==> config.mk <==
export PLATFORM = sky130hd
export DESIGN_NAME = paged_mgmt_bridge
export DESIGN_NICKNAME = d
export VERILOG_FILES = /design/src/rtl/pgb_pkg.sv /design/src/rtl/pgb_addr_split.sv /design/src/rtl/pgb_dev_cfg.sv /design/src/rtl/pgb_seq.sv /design/src/rtl/paged_mgmt_bridge.sv
export SDC_FILE = /design/constraint.sdc
export NUM_CORES = 1
export LEC_CHECK = 0
export ABC_AREA = 1
export ABC_CLOCK_PERIOD_IN_PS = 1350
export BUFFER_PORTS_ARGS = -buffer_cell sky130_fd_sc_hd__clkbuf_2
export CAP_MARGIN = 20
export CORE_MARGIN = 4
export CORE_UTILIZATION = 51
export DETAILED_ROUTE_END_ITERATION = 10
export GPL_TIMING_DRIVEN = 0
export PLACE_DENSITY = 0.91
export SLEW_MARGIN = 20
export SYNTH_ARGS = -nofsm -noshare
export SYNTH_HDL_FRONTEND = slang
export SYNTH_HIERARCHICAL = 1
export SYNTH_SLANG_ARGS = --single-unit
==> constraint.sdc <==
create_clock -name clk -period 1.35 [get_ports clk]
set_input_delay 0 -clock clk [delete_from_list [all_inputs] [get_ports clk]]
set_output_delay 0 -clock clk [all_outputs]
set_load 0.03 [all_outputs]
==> src/rtl/pgb_pkg.sv <==
package pgb_pkg;
  // Width of a management register number
  localparam int unsigned MGMT_REG_W = 5;
  // Register that selects the page on the far device
  localparam logic [MGMT_REG_W-1:0] PAGE_SEL_REG = 5'h1F;
  // Register that carries the upper half of every word
  localparam logic [MGMT_REG_W-1:0] HIGH_HALF_REG = 5'h10;

  typedef enum logic [1:0] {
    ST_IDLE = 2'd0,
    ST_PAGE = 2'd1,
    ST_LOW  = 2'd2,
    ST_HIGH = 2'd3
  } seq_state_e;
endpackage

==> src/rtl/pgb_addr_split.sv <==
module pgb_addr_split #(
  parameter int unsigned PAGE_W = 10,
  parameter int unsigned IDX_W  = 4,
  localparam int unsigned IDX_LSB  = 2,
  localparam int unsigned PAGE_LSB = IDX_LSB + IDX_W,
  localparam int unsigned ADDR_W   = PAGE_LSB + PAGE_W
) (
  input  logic [ADDR_W-1:0] addr,
  output logic [PAGE_W-1:0] page,
  output logic [IDX_W-1:0]  idx
);
  // The byte lane bits select nothing: registers sit on a 4-byte stride
  logic unused_lane;

  assign page        = addr[PAGE_LSB +: PAGE_W];
  assign idx         = addr[IDX_LSB +: IDX_W];
  assign unused_lane = ^addr[IDX_LSB-1:0];
endmodule

==> src/rtl/pgb_dev_cfg.sv <==
module pgb_dev_cfg #(
  parameter int unsigned  PHY_W   = 5,
  parameter logic [4:0]   DEF_DEV = 5'd31
) (
  input  logic             clk,
  input  logic             rst_n,
  input  logic             cfg_we,
  input  logic [PHY_W-1:0] cfg_val,
  input  logic             accept,
  input  logic             busy,
  output logic [PHY_W-1:0] dev_lat
);
  logic [PHY_W-1:0] cfg_q, cfg_d;
  logic [PHY_W-1:0] lat_q, lat_d;

  always_comb begin
    cfg_d = cfg_q;
    if (cfg_we) cfg_d = cfg_val;
  end

  always_comb begin
    lat_d = lat_q;
    if (accept) lat_d = cfg_q;
  end

  always_ff @(posedge clk or negedge rst_n) begin
    if (!rst_n) begin
      cfg_q <= PHY_W'(DEF_DEV);
      lat_q <= PHY_W'(DEF_DEV);
    end else begin
      cfg_q <= cfg_d;
      lat_q <= lat_d;
    end
  end

  assign dev_lat = lat_q;


  dev_held_chk: assert property (@(posedge clk) disable iff (!rst_n)
    (busy && !accept) |=> $stable(dev_lat));
endmodule

==> src/rtl/pgb_seq.sv <==
module pgb_seq
  import pgb_pkg::*;
#(
  parameter int unsigned PAGE_W = 10,
  parameter int unsigned IDX_W  = 4,
  parameter int unsigned HALF_W = 16,
  localparam int unsigned WORD_W = 2 * HALF_W
) (
  input  logic                  clk,
  input  logic                  rst_n,
  input  logic                  req_valid,
  input  logic                  req_write,
  input  logic [PAGE_W-1:0]     req_page,
  input  logic [IDX_W-1:0]      req_idx,
  input  logic [WORD_W-1:0]     req_wdata,
  output logic                  req_ready,
  output logic                  accept,
  output logic                  busy,
  output logic                  rsp_done,
  output logic [WORD_W-1:0]     rsp_rdata,
  output logic                  rsp_err,
  output logic                  mc_valid,
  output logic [MGMT_REG_W-1:0] mc_reg,
  output logic                  mc_write,
  output logic [HALF_W-1:0]     mc_wdata,
  input  logic                  mc_done,
  input  logic                  mc_err,
  input  logic [HALF_W-1:0]     mc_rdata
);
  seq_state_e        state_q, state_d;
  logic              wr_q;
  logic [PAGE_W-1:0] page_q;
  logic [IDX_W-1:0]  idx_q;
  logic [WORD_W-1:0] wdata_q;
  logic [HALF_W-1:0] low_q, low_d;
  logic              done_q, done_d;
  logic              err_q, err_d;
  logic [WORD_W-1:0] rdata_q, rdata_d;
  logic              step_done, finish, low_en;

  assign busy      = (state_q != ST_IDLE);
  assign req_ready = !busy;
  assign accept    = req_valid && !busy;
  assign step_done = busy && mc_done;
  assign finish    = step_done && (mc_err || state_q == ST_HIGH);
  assign low_en    = step_done && !mc_err && (state_q == ST_LOW);

  // Next-state logic
  always_comb begin
    state_d = state_q;
    unique case (state_q)
      ST_IDLE: if (accept) state_d = ST_PAGE;
      ST_PAGE: if (step_done) state_d = mc_err ? ST_IDLE : ST_LOW;
      ST_LOW:  if (step_done) state_d = mc_err ? ST_IDLE : ST_HIGH;
      ST_HIGH: if (step_done) state_d = ST_IDLE;
      default: state_d = ST_IDLE;
    endcase
  end

  always_comb begin
    low_d = low_q;
    if (low_en) low_d = mc_rdata;
  end

  always_comb begin
    done_d  = finish;
    err_d   = finish && mc_err;
    rdata_d = '0;
    if (finish && !mc_err && !wr_q) rdata_d = {mc_rdata, low_q};
  end

  // State and response registers
  always_ff @(posedge clk or negedge rst_n) begin
    if (!rst_n) begin
      state_q <= ST_IDLE;
      low_q   <= '0;
      done_q  <= 1'b0;
      err_q   <= 1'b0;
      rdata_q <= '0;
    end else begin
      state_q <= state_d;
      low_q   <= low_d;
      done_q  <= done_d;
      err_q   <= err_d;
      rdata_q <= rdata_d;
    end
  end

  // Request capture, enabled on acceptance only
  always_ff @(posedge clk or negedge rst_n) begin
    if (!rst_n) begin
      wr_q    <= 1'b0;
      page_q  <= '0;
      idx_q   <= '0;
      wdata_q <= '0;
    end else if (accept) begin
      wr_q    <= req_write;
      page_q  <= req_page;
      idx_q   <= req_idx;
      wdata_q <= req_wdata;
    end
  end

  // Command decode
  always_comb begin
    mc_valid = busy;
    mc_write = wr_q;
    mc_reg   = '0;
    mc_wdata = '0;
    unique case (state_q)
      ST_PAGE: begin
        mc_write = 1'b1;
        mc_reg   = PAGE_SEL_REG;
        mc_wdata = HALF_W'(page_q);
      end
      ST_LOW: begin
        mc_reg = MGMT_REG_W'(idx_q);
        if (wr_q) mc_wdata = wdata_q[HALF_W-1:0];
      end
      ST_HIGH: begin
        mc_reg = HIGH_HALF_REG;
        if (wr_q) mc_wdata = wdata_q[WORD_W-1:HALF_W];
      end
      default: ;
    endcase
  end

  assign rsp_done  = done_q;
  assign rsp_err   = err_q;
  assign rsp_rdata = rdata_q;


  busy_after_accept_chk: assert property (@(posedge clk) disable iff (!rst_n)
    accept |=> !req_ready);

  page_first_chk: assert property (@(posedge clk) disable iff (!rst_n)
    accept |=> (mc_valid && mc_write && mc_reg == PAGE_SEL_REG));

  cmd_hold_chk: assert property (@(posedge clk) disable iff (!rst_n)
    (mc_valid && !mc_done) |=> (mc_valid && $stable(mc_reg) && $stable(mc_wdata) && $stable(mc_write)));

  stop_on_err_chk: assert property (@(posedge clk) disable iff (!rst_n)
    (mc_valid && mc_done && mc_err) |=> (!mc_valid && rsp_done && rsp_err));

  done_pulse_chk: assert property (@(posedge clk) disable iff (!rst_n)
    rsp_done |=> !rsp_done);
endmodule

==> src/rtl/paged_mgmt_bridge.sv <==
module paged_mgmt_bridge #(
  parameter int unsigned PAGE_W  = 10,
  parameter int unsigned IDX_W   = 4,
  parameter int unsigned HALF_W  = 16,
  parameter int unsigned PHY_W   = 5,
  parameter logic [4:0]  DEF_DEV = 5'd31,
  localparam int unsigned ADDR_W = PAGE_W + IDX_W + 2,
  localparam int unsigned WORD_W = 2 * HALF_W,
  localparam int unsigned REG_W  = pgb_pkg::MGMT_REG_W
) (
  input  logic              clk,
  input  logic              rst_n,
  input  logic              cfg_dev_we,
  input  logic [PHY_W-1:0]  cfg_dev_addr,
  input  logic              host_req_valid,
  output logic              host_req_ready,
  input  logic              host_req_write,
  input  logic [ADDR_W-1:0] host_req_addr,
  input  logic [WORD_W-1:0] host_req_wdata,
  output logic              host_rsp_done,
  output logic [WORD_W-1:0] host_rsp_rdata,
  output logic              host_rsp_err,
  output logic              mc_valid,
  output logic [PHY_W-1:0]  mc_phy,
  output logic [REG_W-1:0]  mc_reg,
  output logic              mc_write,
  output logic [HALF_W-1:0] mc_wdata,
  input  logic              mc_done,
  input  logic              mc_err,
  input  logic [HALF_W-1:0] mc_rdata
);
  logic [PAGE_W-1:0] page;
  logic [IDX_W-1:0]  idx;
  logic              accept;
  logic              busy;

  pgb_addr_split #(.PAGE_W(PAGE_W), .IDX_W(IDX_W)) u_split (
    .addr (host_req_addr),
    .page (page),
    .idx  (idx)
  );

  pgb_dev_cfg #(.PHY_W(PHY_W), .DEF_DEV(DEF_DEV)) u_cfg (
    .clk     (clk),
    .rst_n   (rst_n),
    .cfg_we  (cfg_dev_we),
    .cfg_val (cfg_dev_addr),
    .accept  (accept),
    .busy    (busy),
    .dev_lat (mc_phy)
  );

  pgb_seq #(.PAGE_W(PAGE_W), .IDX_W(IDX_W), .HALF_W(HALF_W)) u_seq (
    .clk       (clk),
    .rst_n     (rst_n),
    .req_valid (host_req_valid),
    .req_write (host_req_write),
    .req_page  (page),
    .req_idx   (idx),
    .req_wdata (host_req_wdata),
    .req_ready (host_req_ready),
    .accept    (accept),
    .busy      (busy),
    .rsp_done  (host_rsp_done),
    .rsp_rdata (host_rsp_rdata),
    .rsp_err   (host_rsp_err),
    .mc_valid  (mc_valid),
    .mc_reg    (mc_reg),
    .mc_write  (mc_write),
    .mc_wdata  (mc_wdata),
    .mc_done   (mc_done),
    .mc_err    (mc_err),
    .mc_rdata  (mc_rdata)
  );


  phy_steady_chk: assert property (@(posedge clk) disable iff (!rst_n)
    (mc_valid && $past(mc_valid) && !$past(host_rsp_done)) |-> $stable(mc_phy));
endmodule

==> summary.md, run 1 <==
| Metric | Value |
|---|---|
| Starting Density | `52.6%` |
| Critical path fanouts, max | `6` |
| Initial antenna violation count | `0` |
| Cell variety after synth | `20` |
| Mapped Cells | `~530` |
| Max_cap viols | `0` |
| Sink Count | `~110` |
| Leak | `4.00 nW` |
| RSZ-0062 raised after global routing | `yes` |
| Overflow after GRT | `0` |
| Relative slew slack | `51.6%` |
| DRC | `0` |
| Element type at the critical path end | `output port` |
| Required time of the critical path | `roughly 1.4 ns` |
| Max Slew Vio Count | `0` |
| Area growth, synth to finish | `63.4%` |
| Leading area contributor after synthesis | `dfrtp_1` |
| Worst clock skew | `0.0165 ns` |
| Drt pass-1 iters | `5` |
| Final setup margin | `-0.245 ns` |
| Vias | `4,806` |
| Place WS | `-0.165 ns` |
| Synth area leaders | `dfrtp_1 (54%), nand2_1 (19%), dfstp_2 (5.7%), nand3_1 (5.5%), nor3_1 (3.5%)` |
| Slew @ Worst Pin | `0.726 ns` |
| # port buffers | `about 120` |
| Crit path kind | `flop to output port` |
| Htree depth | `3` |
| Synth Flop Type | `dfrtp_1` |
| Die H | `103 um` |
| PD cells | `1990 nW/um^2` |
| Yosys top cell area share | `54.0%` |
| Finished Core Util | `86.0%` |
| Routed Wire Length | `16,800 um` |
| Clock Latency Late Sink | `0.37 ns` |
| TritonCTS clock tree | `done` |
| Commonest cells in the netlist | `nand2_1 (234), dfrtp_1 (99), nand3_1 (50)` |
| Via/cell ratio | `about 5.4` |
| Fin crit period | `1.60 ns` |
| Mean area per synthesized cell | `8.67 um^2` |
| Clk root buf | `clkbuf_8` |
| Async S/R FF share, synth | `100%` |
| Routed len/inst | `18.9 um` |
| I/O pin count | `139` |
| Fin crit share | `118%` |
| Final hold violations | `0` |
| Synthesized flop and latch total | `109` |
| CTS clk-pin slew, worst paths | `0.09 ns` |
| Final antenna-violating net count | `0` |
| Gpl congestion | `0.866` |
| Total track usage | `30.2%` |
| Sequential area share after synthesis | `between 50% and 60%` |
| # rows | `34` |
| Status | `finished with violations` |
| Net Count, Synth | `605` |
| Final HPWL DP | `8240 um` |
| Worst vdd ir | `1.39 mV` |
| Most frequent cell after synthesis | `nand2_1` |
| Critical Path AT | `between 1.5 and 2 ns` |
| Setup violators final | `102` |
| Iter 0 DRT Violations | `331` |
| First-pass GRT wire length | `24,200 um` |
| Ant. Diodes | `0` |
| EDFF count, synth | `0` |
| Yosys warns | `6` |
| TritonCTS buffer count | `9` |
| Share of cells above drive strength 1 | `42.6%` |
| Core region area | `8720 um^2` |
| CP Launch Type | `flop` |
| Vias in the first global route | `4,920` |
| Largest net degree at the start of global routing | `84` |
| Die area | `10,600 um^2` |
| Die W | `103 um` |
| Worst hold path type | `primary input to asynchronous set/reset pin` |
| Fmax | `627 MHz` |
| Layout Nets | `851` |
| Failing checks | `setup timing` |
| Synth Cell Area | `4590 um^2` |
| Clock Path Buffers | `2` |
[cell families (layout without fill, tap and decap cells)]
kind of cell / count (synthesis) / after routing / synth area share, %
and+or+nand+nor: 325 / 326 / 29.7
DFF: 109 / 109 / 59.7
buffers and inverters: 87 / 337 / 9.66
AOI/OAI and AO/OA: 8 / 8 / 0.927
[area by class of cell]
class                   count  area [um^2]
plain buffers              41          398
clock buffers              11          131
clock inverters             5         36.3
fillers                   401         1220
inverters                  44          180
multi-input cells         334         1860
flip-flops and latches    109         2740
well taps                 108          135
repair buffers            236         2020
[state kept, by name, summed over array words and instances, names as in the netlist]
name	flops
u_seq/idx_q	4
u_seq/page_q	10
u_seq/wdata_q	32
u_seq/rsp_err	1
u_seq/rsp_done	1
u_seq/state_q	2
u_cfg/dev_lat	5
u_cfg/cfg_q	5
u_seq/low_q	16
u_seq/wr_q	1
u_seq/rsp_rdata	32
[routing by layer]
layer,wire (um),global-route usage [%],vias to the layer above
li1,-,-,2112
met1,5710,33.6,2257
met2,8740,55.4,328
met3,1350,5.41,109
met4,1020,15.0,0
met5,0,0,-
[worst max-delay path: stages (launching register included)]
cell and delay [ns]:
dfrtp_1 0.40, buf_6 0.15, nor2_8 0.17, buf_6 0.13, nand2_2 0.07, a21oi_2 0.15
clkbuf_8 0.17
[cells in the final DEF (no fill, tap or decap), types with 2 or more instances in the layout]
cell type        n
dfstp_2         10
inv_4            3
clkinvlp_4       2
nand2_4          5
buf_12           3
buf_4           36
nand3_2         25
clkbuf_2        98
buf_6           26
buf_8           18
clkbuf_16        2
a21oi_2          5
nor3_1           4
nor2_4           3
clkbuf_8        20
a21oi_1          2
nor2_2           2
nand3_1         23
nand2_2         30
nand2_1        200
inv_2            4
nand3_4          2
clkbuf_4         3
clkbuf_1         4
dfrtp_1         98
nor3_2          27
dlygate4sd3_1   77
inv_1           36
[power breakdown]
group | switching, mW | total, mW | internal (mW)
Combinational | 4.61 | 7.94 | 3.33
Clock | 1.09 | 1.77 | 0.678
Sequential | 0.804 | 5.18 | 4.37
[worst paths after layout]
check | start | endpoint | slack (ns) | cells after the start
min reg2reg | u_cfg/dev_lat[4]$_DFFE_PN1P_ | u_cfg/dev_lat[4]$_DFFE_PN1P_ | 0.47 | 2
min | rst_n | u_seq/rsp_rdata[19]$_DFF_PN0_ | 0.08 | 2
max in group asynchronous | rst_n | u_cfg/cfg_q[1]$_DFFE_PN1P_ | 0.60 | 3
max | u_seq/state_q[0]$_DFFE_PN0P_ | mc_wdata[12] | -0.25 | 6
max reg2reg | u_seq/state_q[0]$_DFFE_PN0P_ | u_seq/wdata_q[30]$_DFFE_PN0P_ | -0.23 | 9
min in group clk | host_req_valid | u_seq/page_q[4]$_DFFE_PN0P_ | 0.14 | 5
[per-stage QoR]
stage               cell area, um^2  TNS, ns  hold WS [ns]  power [mW]  instances
detailed placement             5380    -1.53        -0.109        9.74        760
CTS                            7100    -8.71        0.0635        13.6        881
global placement               5340  -107.07         0.180        9.53        759
global route                   7500   -19.46        0.0872        15.5        888
floorplan                      4600        0        -0.296        8.26        529
finish                         7500   -12.94        0.0787        14.9        888
[what timing repair did]
action	in CTS	in global routing
buffers inserted	21	7
gates resized for setup	142	105
endpoints found under the setup margin	58	123
cloned	7	3
pin swaps	15	19
endpoints found under the hold margin	187	0
hold buffers	77	0
(Power assumes the default switching activity.)
==> run 2: changes to the inputs <==
ABC_CLOCK_PERIOD_IN_PS = 1800   (was 1350)
clock period = 1.8 ns   (was 1.35 ns; I/O delays follow)
==> summary.md, run 2 (same netlist as run 1, synthesis figures left out) <==
| Metric | Value |
|---|---|
| Status | `completed` |
| First-pass GRT wire length | `21,800 um (-10%)` |
| Starting Density | `52.6% (unchanged)` |
| Fmax | `583 MHz` |
| Fin crit period | `1.72 ns` |
| Htree depth | `3 (unchanged)` |
| Reg2Reg Launch Point | `u_seq/wr_q$_DFFE_PN0P_` |
| Sink Count | `109 (unchanged)` |
| # port buffers | `122 (unchanged)` |
| Initial antenna violation count | `1 (+1)` |
| Final hold violations | `0 (unchanged)` |
| Max_cap viols | `0 (unchanged)` |
| Routed Wire Length | `13,700 um (-19%)` |
| Total track usage | `26.8% (-3.5 points)` |
| Clk root buf | `clkbuf_8` |
| Final antenna-violating net count | `0 (unchanged)` |
| Overflow after GRT | `0 (unchanged)` |
| Gpl congestion | `0.874 (+0.92%)` |
| Power Total | `9.00 mW (-40%)` |
| Share of cells above drive strength 1 | `26.6% (-16 points)` |
| PD cells | `1400 nW/um^2 (-29%)` |
| I/O pin count | `139 (unchanged)` |
| DRC | `0 (unchanged)` |
| Commonest non-fill, non-tap cells in the layout | `nand2_1 (234), clkbuf_2 (118), dfrtp_1 (98), dlygate4sd3_1 (82), nand3_1 (50)` |
| Largest net degree at the start of global routing | `71 (-15%)` |
| Die W | `103 um (unchanged)` |
| CTS clk-pin slew, worst paths | `0.10 ns (about the same)` |
| Crit path kind | `flop to output port` |
| Finished Core Util | `73.5% (-12 points)` |
| RSZ-0062 raised after global routing | `no` |
| Vias in the first global route | `4,702 (-4.4%)` |
| Vias | `4,469 (-7.0%)` |
| Clock Latency Late Sink | `0.36 ns (about the same)` |
| Iter 0 DRT Violations | `268 (-19%)` |
| Worst clock skew | `0.00844 ns (-0.00807 ns)` |
| Setup violators final | `0 (-100%)` |
| Area growth, synth to finish | `39.8%` |
| Die area | `10,600 um^2 (unchanged)` |
| Clock Path Buffers | `2 (unchanged)` |
| Drt pass-1 iters | `5 (unchanged)` |
| Setup TNS | `0 ns (+12.94 ns)` |
| Via/cell ratio | `5.19 (-4.1%)` |
| Slew @ Worst Pin | `0.571 ns (-0.155 ns)` |
| TritonCTS buffer count | `9 (unchanged)` |
| Core region area | `8720 um^2 (unchanged)` |
| Leak | `3.58 nW (-11%)` |
| CP startpoint | `u_seq/wr_q$_DFFE_PN0P_` |
| Relative slew slack | `61.9% (+10 points)` |
| Die H | `103 um (unchanged)` |
| Worst hold path type | `primary input to asynchronous set/reset pin` |
| Required time of the critical path | `1.80 ns (+0.45 ns)` |
| Commonest non-fill, non-tap cell in the layout | `nand2_1` |
| Fin crit share | `between 90% and 100%` |
| TritonCTS clock tree | `done` |
| Routed len/inst | `15.9 um (-16%)` |
| Element type at the critical path end | `output port` |
| Critical Path AT | `1.72 ns (+0.12 ns)` |
| Worst vdd ir | `0.928 mV (-33%)` |
| Final HPWL DP | `8400 um (+1.9%)` |
| Critical path fanouts, max | `10 (+4)` |
| # rows | `34 (unchanged)` |
| Fill count | `566 (+41%)` |
| CP Launch Type | `flop` |
| Layout Nets | `823 (-3.3%)` |
| Max Slew Vio Count | `0 (unchanged)` |
==> run 2: area by class of cell <==
cell class | instances | area, um^2 | share of cell area [%]
clock buffer | 10 | 138 | 2.15
clock inverter | 6 | 46.3 | 0.722
antenna | 1 | 2.50 | 0.0390
multi-input combinational | 333 | 1410 | 21.9
sequential | 109 | 2740 | 42.8
timing repair buffer | 207 | 1480 | 23.1
tap | 108 | 135 | 2.11
inverter | 44 | 165 | 2.58
buffer | 43 | 294 | 4.59
==> run 2: metal layers <==
layer  part of all wire [%]  global-route usage, %
met5                      0                      0
met4                    4.0                   13.3
met3                    7.5                   4.26
met2                     51                   47.9
met1                     37                   31.0
==> run 2: worst max-delay path: stages, from the launching register on <==
cell      delay [ns]
dfrtp_1         0.40
clkbuf_1        0.47
nand3_1         0.15
nand3_1         0.12
clkbuf_2        0.22
==> run 2: path summary, 6_finish.rpt <==
kind	to	slack, ns	cells past startpoint
setup / recovery	mc_wdata[9]	0.08	4
max in group asynchronous	u_cfg/cfg_q[2]$_DFFE_PN1P_	0.99	3
hold reg to reg	u_cfg/dev_lat[4]$_DFFE_PN1P_	0.48	2
hold / removal	u_seq/rsp_rdata[21]$_DFF_PN0_	0.12	2
min in group clk	u_seq/idx_q[3]$_DFFE_PN0P_	0.13	5
setup reg to reg	u_seq/rsp_rdata[31]$_DFF_PN0_	0.12	3
==> run 2: what timing repair did <==
action                     4_1_cts  5_1_grt
buffers inserted                 0        2
setup endpoints to repair       11       15
hold buffers                    82        0
hold endpoints to repair       187        0
resized for setup                4       10
==> run 2: where the power goes <==
group | total [mW] | switching [mW] | internal (mW)
combinational | 3.84 | 2.59 | 1.25
clock | 1.38 | 0.830 | 0.552
sequential | 3.78 | 0.498 | 3.28
==> run 2: stage by stage <==
step           setup WS [ns]  area (um^2)  hold slack [ns]  std cells
2_1_floorplan          0.413         4590           -0.296        529
3_3_place_gp          -0.610         5330            0.181        759
3_5_place_dp           0.307         5370          -0.0614        760
4_1_cts               0.0338         6380            0.115        858
5_1_grt              0.00286         6410            0.151        861
6_report              0.0840         6410            0.123        861
==> run 3: changes to the inputs <==
ABC_CLOCK_PERIOD_IN_PS = 2200   (was 1800)
CORE_UTILIZATION = 55   (was 51)
PLACE_DENSITY = 0.95   (was 0.91)
clock period = 2.2 ns   (was 1.8 ns; I/O delays follow)
==> summary.md, run 3 (same netlist as run 1, synthesis figures left out) <==
| Metric | Value |
|---|---|
| Status | `completed` |
| Die W | `99.3 um (-3.4%)` |
| Routed len/inst | `16.4 um (+3.2%)` |
| TritonCTS buffer count | `9 (unchanged)` |
| Flop pwr share | `40.2% (-1.7 points)` |
| Area growth, synth to finish | `40.1%` |
| Htree depth | `3 (unchanged)` |
| Net Sw Frac | `41.9% (-1.6 points)` |
| Core region area | `8180 um^2 (-6.3%)` |
| Relative slew slack | `59.7% (-2.2 points)` |
| Power Total | `7.66 mW (-15%)` |
| Worst hold slack | `0.0800 ns (-0.0425 ns)` |
| Largest net degree at the start of global routing | `83 (+17%)` |
| Internal power | `4.45 mW (-12%)` |
| PD cells | `1190 nW/um^2 (-15%)` |
| I/O pin count | `139 (unchanged)` |
| Final hold violations | `0 (unchanged)` |
| Critical Path AT | `1.97 ns (+0.25 ns)` |
| Psw | `3.21 mW (-18%)` |
| Reg2Reg Launch Point | `u_cfg/cfg_q[1]$_DFFE_PN1P_` |
| Initial antenna violation count | `1 (unchanged)` |
| Clk pwr share | `19.0% (+3.7 points)` |
| Clock Path Buffers | `2 (unchanged)` |
| Crit path kind | `flop to output port` |
| Share of cells above drive strength 1 | `25.8% (-0.83 points)` |
| Slew @ Worst Pin | `0.604 ns (+0.0330 ns)` |
| Setup TNS | `0 ns (unchanged)` |
| DRC | `0 (unchanged)` |
| Fill count | `501 (-11%)` |
| Clock Latency Late Sink | `0.36 ns (about the same)` |
| Area of the multi-input gates | `1400 um^2 (-0.18%)` |
| Setup Fix Bufs, Post-CTS | `0 (unchanged)` |
| Finished Core Util | `78.6% (+5.1 points)` |
| Iter 0 DRT Violations | `362 (+35%)` |
| Layout Nets | `820 (-0.36%)` |
| Element type at the critical path end | `output port` |
| CP Launch Type | `flop` |
| Reg-to-reg endpoint | `u_cfg/cfg_q[1]$_DFFE_PN1P_` |
| Required time of the critical path | `2.20 ns (+0.40 ns)` |
| Final antenna-violating net count | `0 (unchanged)` |
| Final HPWL DP | `8370 um (-0.34%)` |
| Max_cap viols | `0 (unchanged)` |
| Via/cell ratio | `5.30 (+2.0%)` |
| Leak | `3.58 nW (+0.24%)` |
| TritonCTS clock tree | `done` |
| Fin crit period | `1.97 ns` |
| R2R Setup Slk | `0.76 ns (+0.64 ns)` |
| Combinational share of power | `40.8% (-1.9 points)` |
| Worst clock skew | `0.0194 ns (+0.0110 ns)` |
| Vias | `4,528 (+1.3%)` |
| RSZ-0062 raised after global routing | `no` |
| Die H | `99.3 um (-3.4%)` |
| Die area | `9860 um^2 (-6.7%)` |
| First-pass GRT wire length | `22,000 um (+1.0%)` |
| Sink Count | `109 (unchanged)` |
| CTS clk-pin slew, worst paths | `0.09 ns (about the same)` |
| Non-filler cells, final | `855 (-0.70%)` |
| Fmax | `about 510 MHz` |
| Total track usage | `28.6% (+1.8 points)` |
| Worst hold path type | `primary input to asynchronous set/reset pin` |
| Setup violators final | `0 (unchanged)` |
| Commonest non-fill, non-tap cells in the layout | `nand2_1 (234), clkbuf_2 (121), dfrtp_1 (99), dlygate4sd3_1 (81), nand3_1 (50)` |
| Routed Wire Length | `14,000 um (+2.5%)` |
| Reg area | `2740 um^2 (about the same)` |
| Clk root buf | `clkbuf_8` |
| Drt pass-1 iters | `7 (+2)` |
| Max Slew Vio Count | `0 (unchanged)` |
| Post-CTS sizing | `0 (-4)` |
| Overflow after GRT | `0 (unchanged)` |
| Commonest non-fill, non-tap cell in the layout | `nand2_1` |
| Vias in the first global route | `4,596 (-2.3%)` |
| Critical path fanouts, max | `10 (unchanged)` |
| # port buffers | `122 (unchanged)` |
| Starting Density | `56.1% (+3.5 points)` |
| Worst r2r path cells | `3 (unchanged)` |
| # rows | `33 (-2.9%)` |
| Worst vdd ir | `0.779 mV (-16%)` |
| Hold_buf cts | `81 (-1.2%)` |
| Fin crit share | `between 80% and 90%` |
| Cells after DPL | `757 (-0.39%)` |
| Gpl congestion | `0.866 (-0.96%)` |
[run 3: cell count changes in the layout (fill, tap and decap cells not counted), sizes merged]
cell / previous run / this run
buf: 42 / 37
clkbuf: 136 / 140
bufinv: 0 / 3
clkinv: 2 / 0
clkinvlp: 2 / 1
dlygate4sd3: 82 / 81
inv: 46 / 45
[run 3: routing by layer]
metal	vias up	global-route usage [%]	wire, um
li1	2035	-	-
met1	2140	32.4	4960
met2	300	52.0	7370
met3	53	5.54	1200
met4	0	12.8	478
met5	-	1.03	0
[run 3: how the worst max path moves through the flow]
| stage | startpoint | depth (start not counted) | to |
|---|---|---|---|
| 2_1_floorplan | u_seq/state_q[0]$_DFFE_PN0P_ | 7 | u_seq/idx_q[0]$_DFFE_PN0P_ |
| 3_3_place_gp | rst_n | 1 | u_seq/wdata_q[18]$_DFFE_PN0P_ |
| 3_5_place_dp | u_seq/state_q[1]$_DFFE_PN0P_ | 6 | mc_wdata[8] |
| 4_1_cts | u_seq/state_q[1]$_DFFE_PN0P_ | 6 | mc_wdata[8] |
| 5_1_grt | u_seq/wr_q$_DFFE_PN0P_ | 5 | mc_wdata[11] |
| 6_report | u_seq/state_q[1]$_DFFE_PN0P_ | 6 | mc_wdata[8] |
[run 3: power groups by stage]
stage | Clock (mW) | Sequential [mW] | Combinational, mW
2_1_floorplan | 0 | 3.14 | 1.91
3_3_place_gp | 0 | 3.04 | 2.78
3_5_place_dp | 0 | 3.07 | 2.91
4_1_cts | 1.45 | 3.04 | 3.04
5_1_grt | 1.55 | 3.13 | 3.38
6_report | 1.46 | 3.08 | 3.12
[run 3: cell type report]
| cell class | instances | area share, % |
|---|---|---|
| flip-flops and latches | 109 | 42.6 |
| clock inverters | 5 | 1.65 |
| multi-input cells | 333 | 21.8 |
| inverters | 44 | 2.57 |
| diodes | 1 | 0.0389 |
| clock buffers | 11 | 2.20 |
| plain buffers | 43 | 4.32 |
| well taps | 105 | 2.04 |
| repair buffers | 204 | 22.7 |
[run 3: stage by stage]
step / cell area [um^2] / setup slack (ns)
floorplan: 4590 / 0.813
global placement: 5330 / -0.159
detailed placement: 5370 / 0.635
CTS: 6420 / 0.246
global route: 6430 / 0.104
finish: 6430 / 0.230
[run 3: worst max-delay path, cell delays in order (launching register included)]
cell and delay (ns):
dfrtp_1 0.49, nand2_1 0.15, inv_1 0.23, buf_4 0.25
nand3_1 0.10, nand3_1 0.17, clkbuf_2 0.23
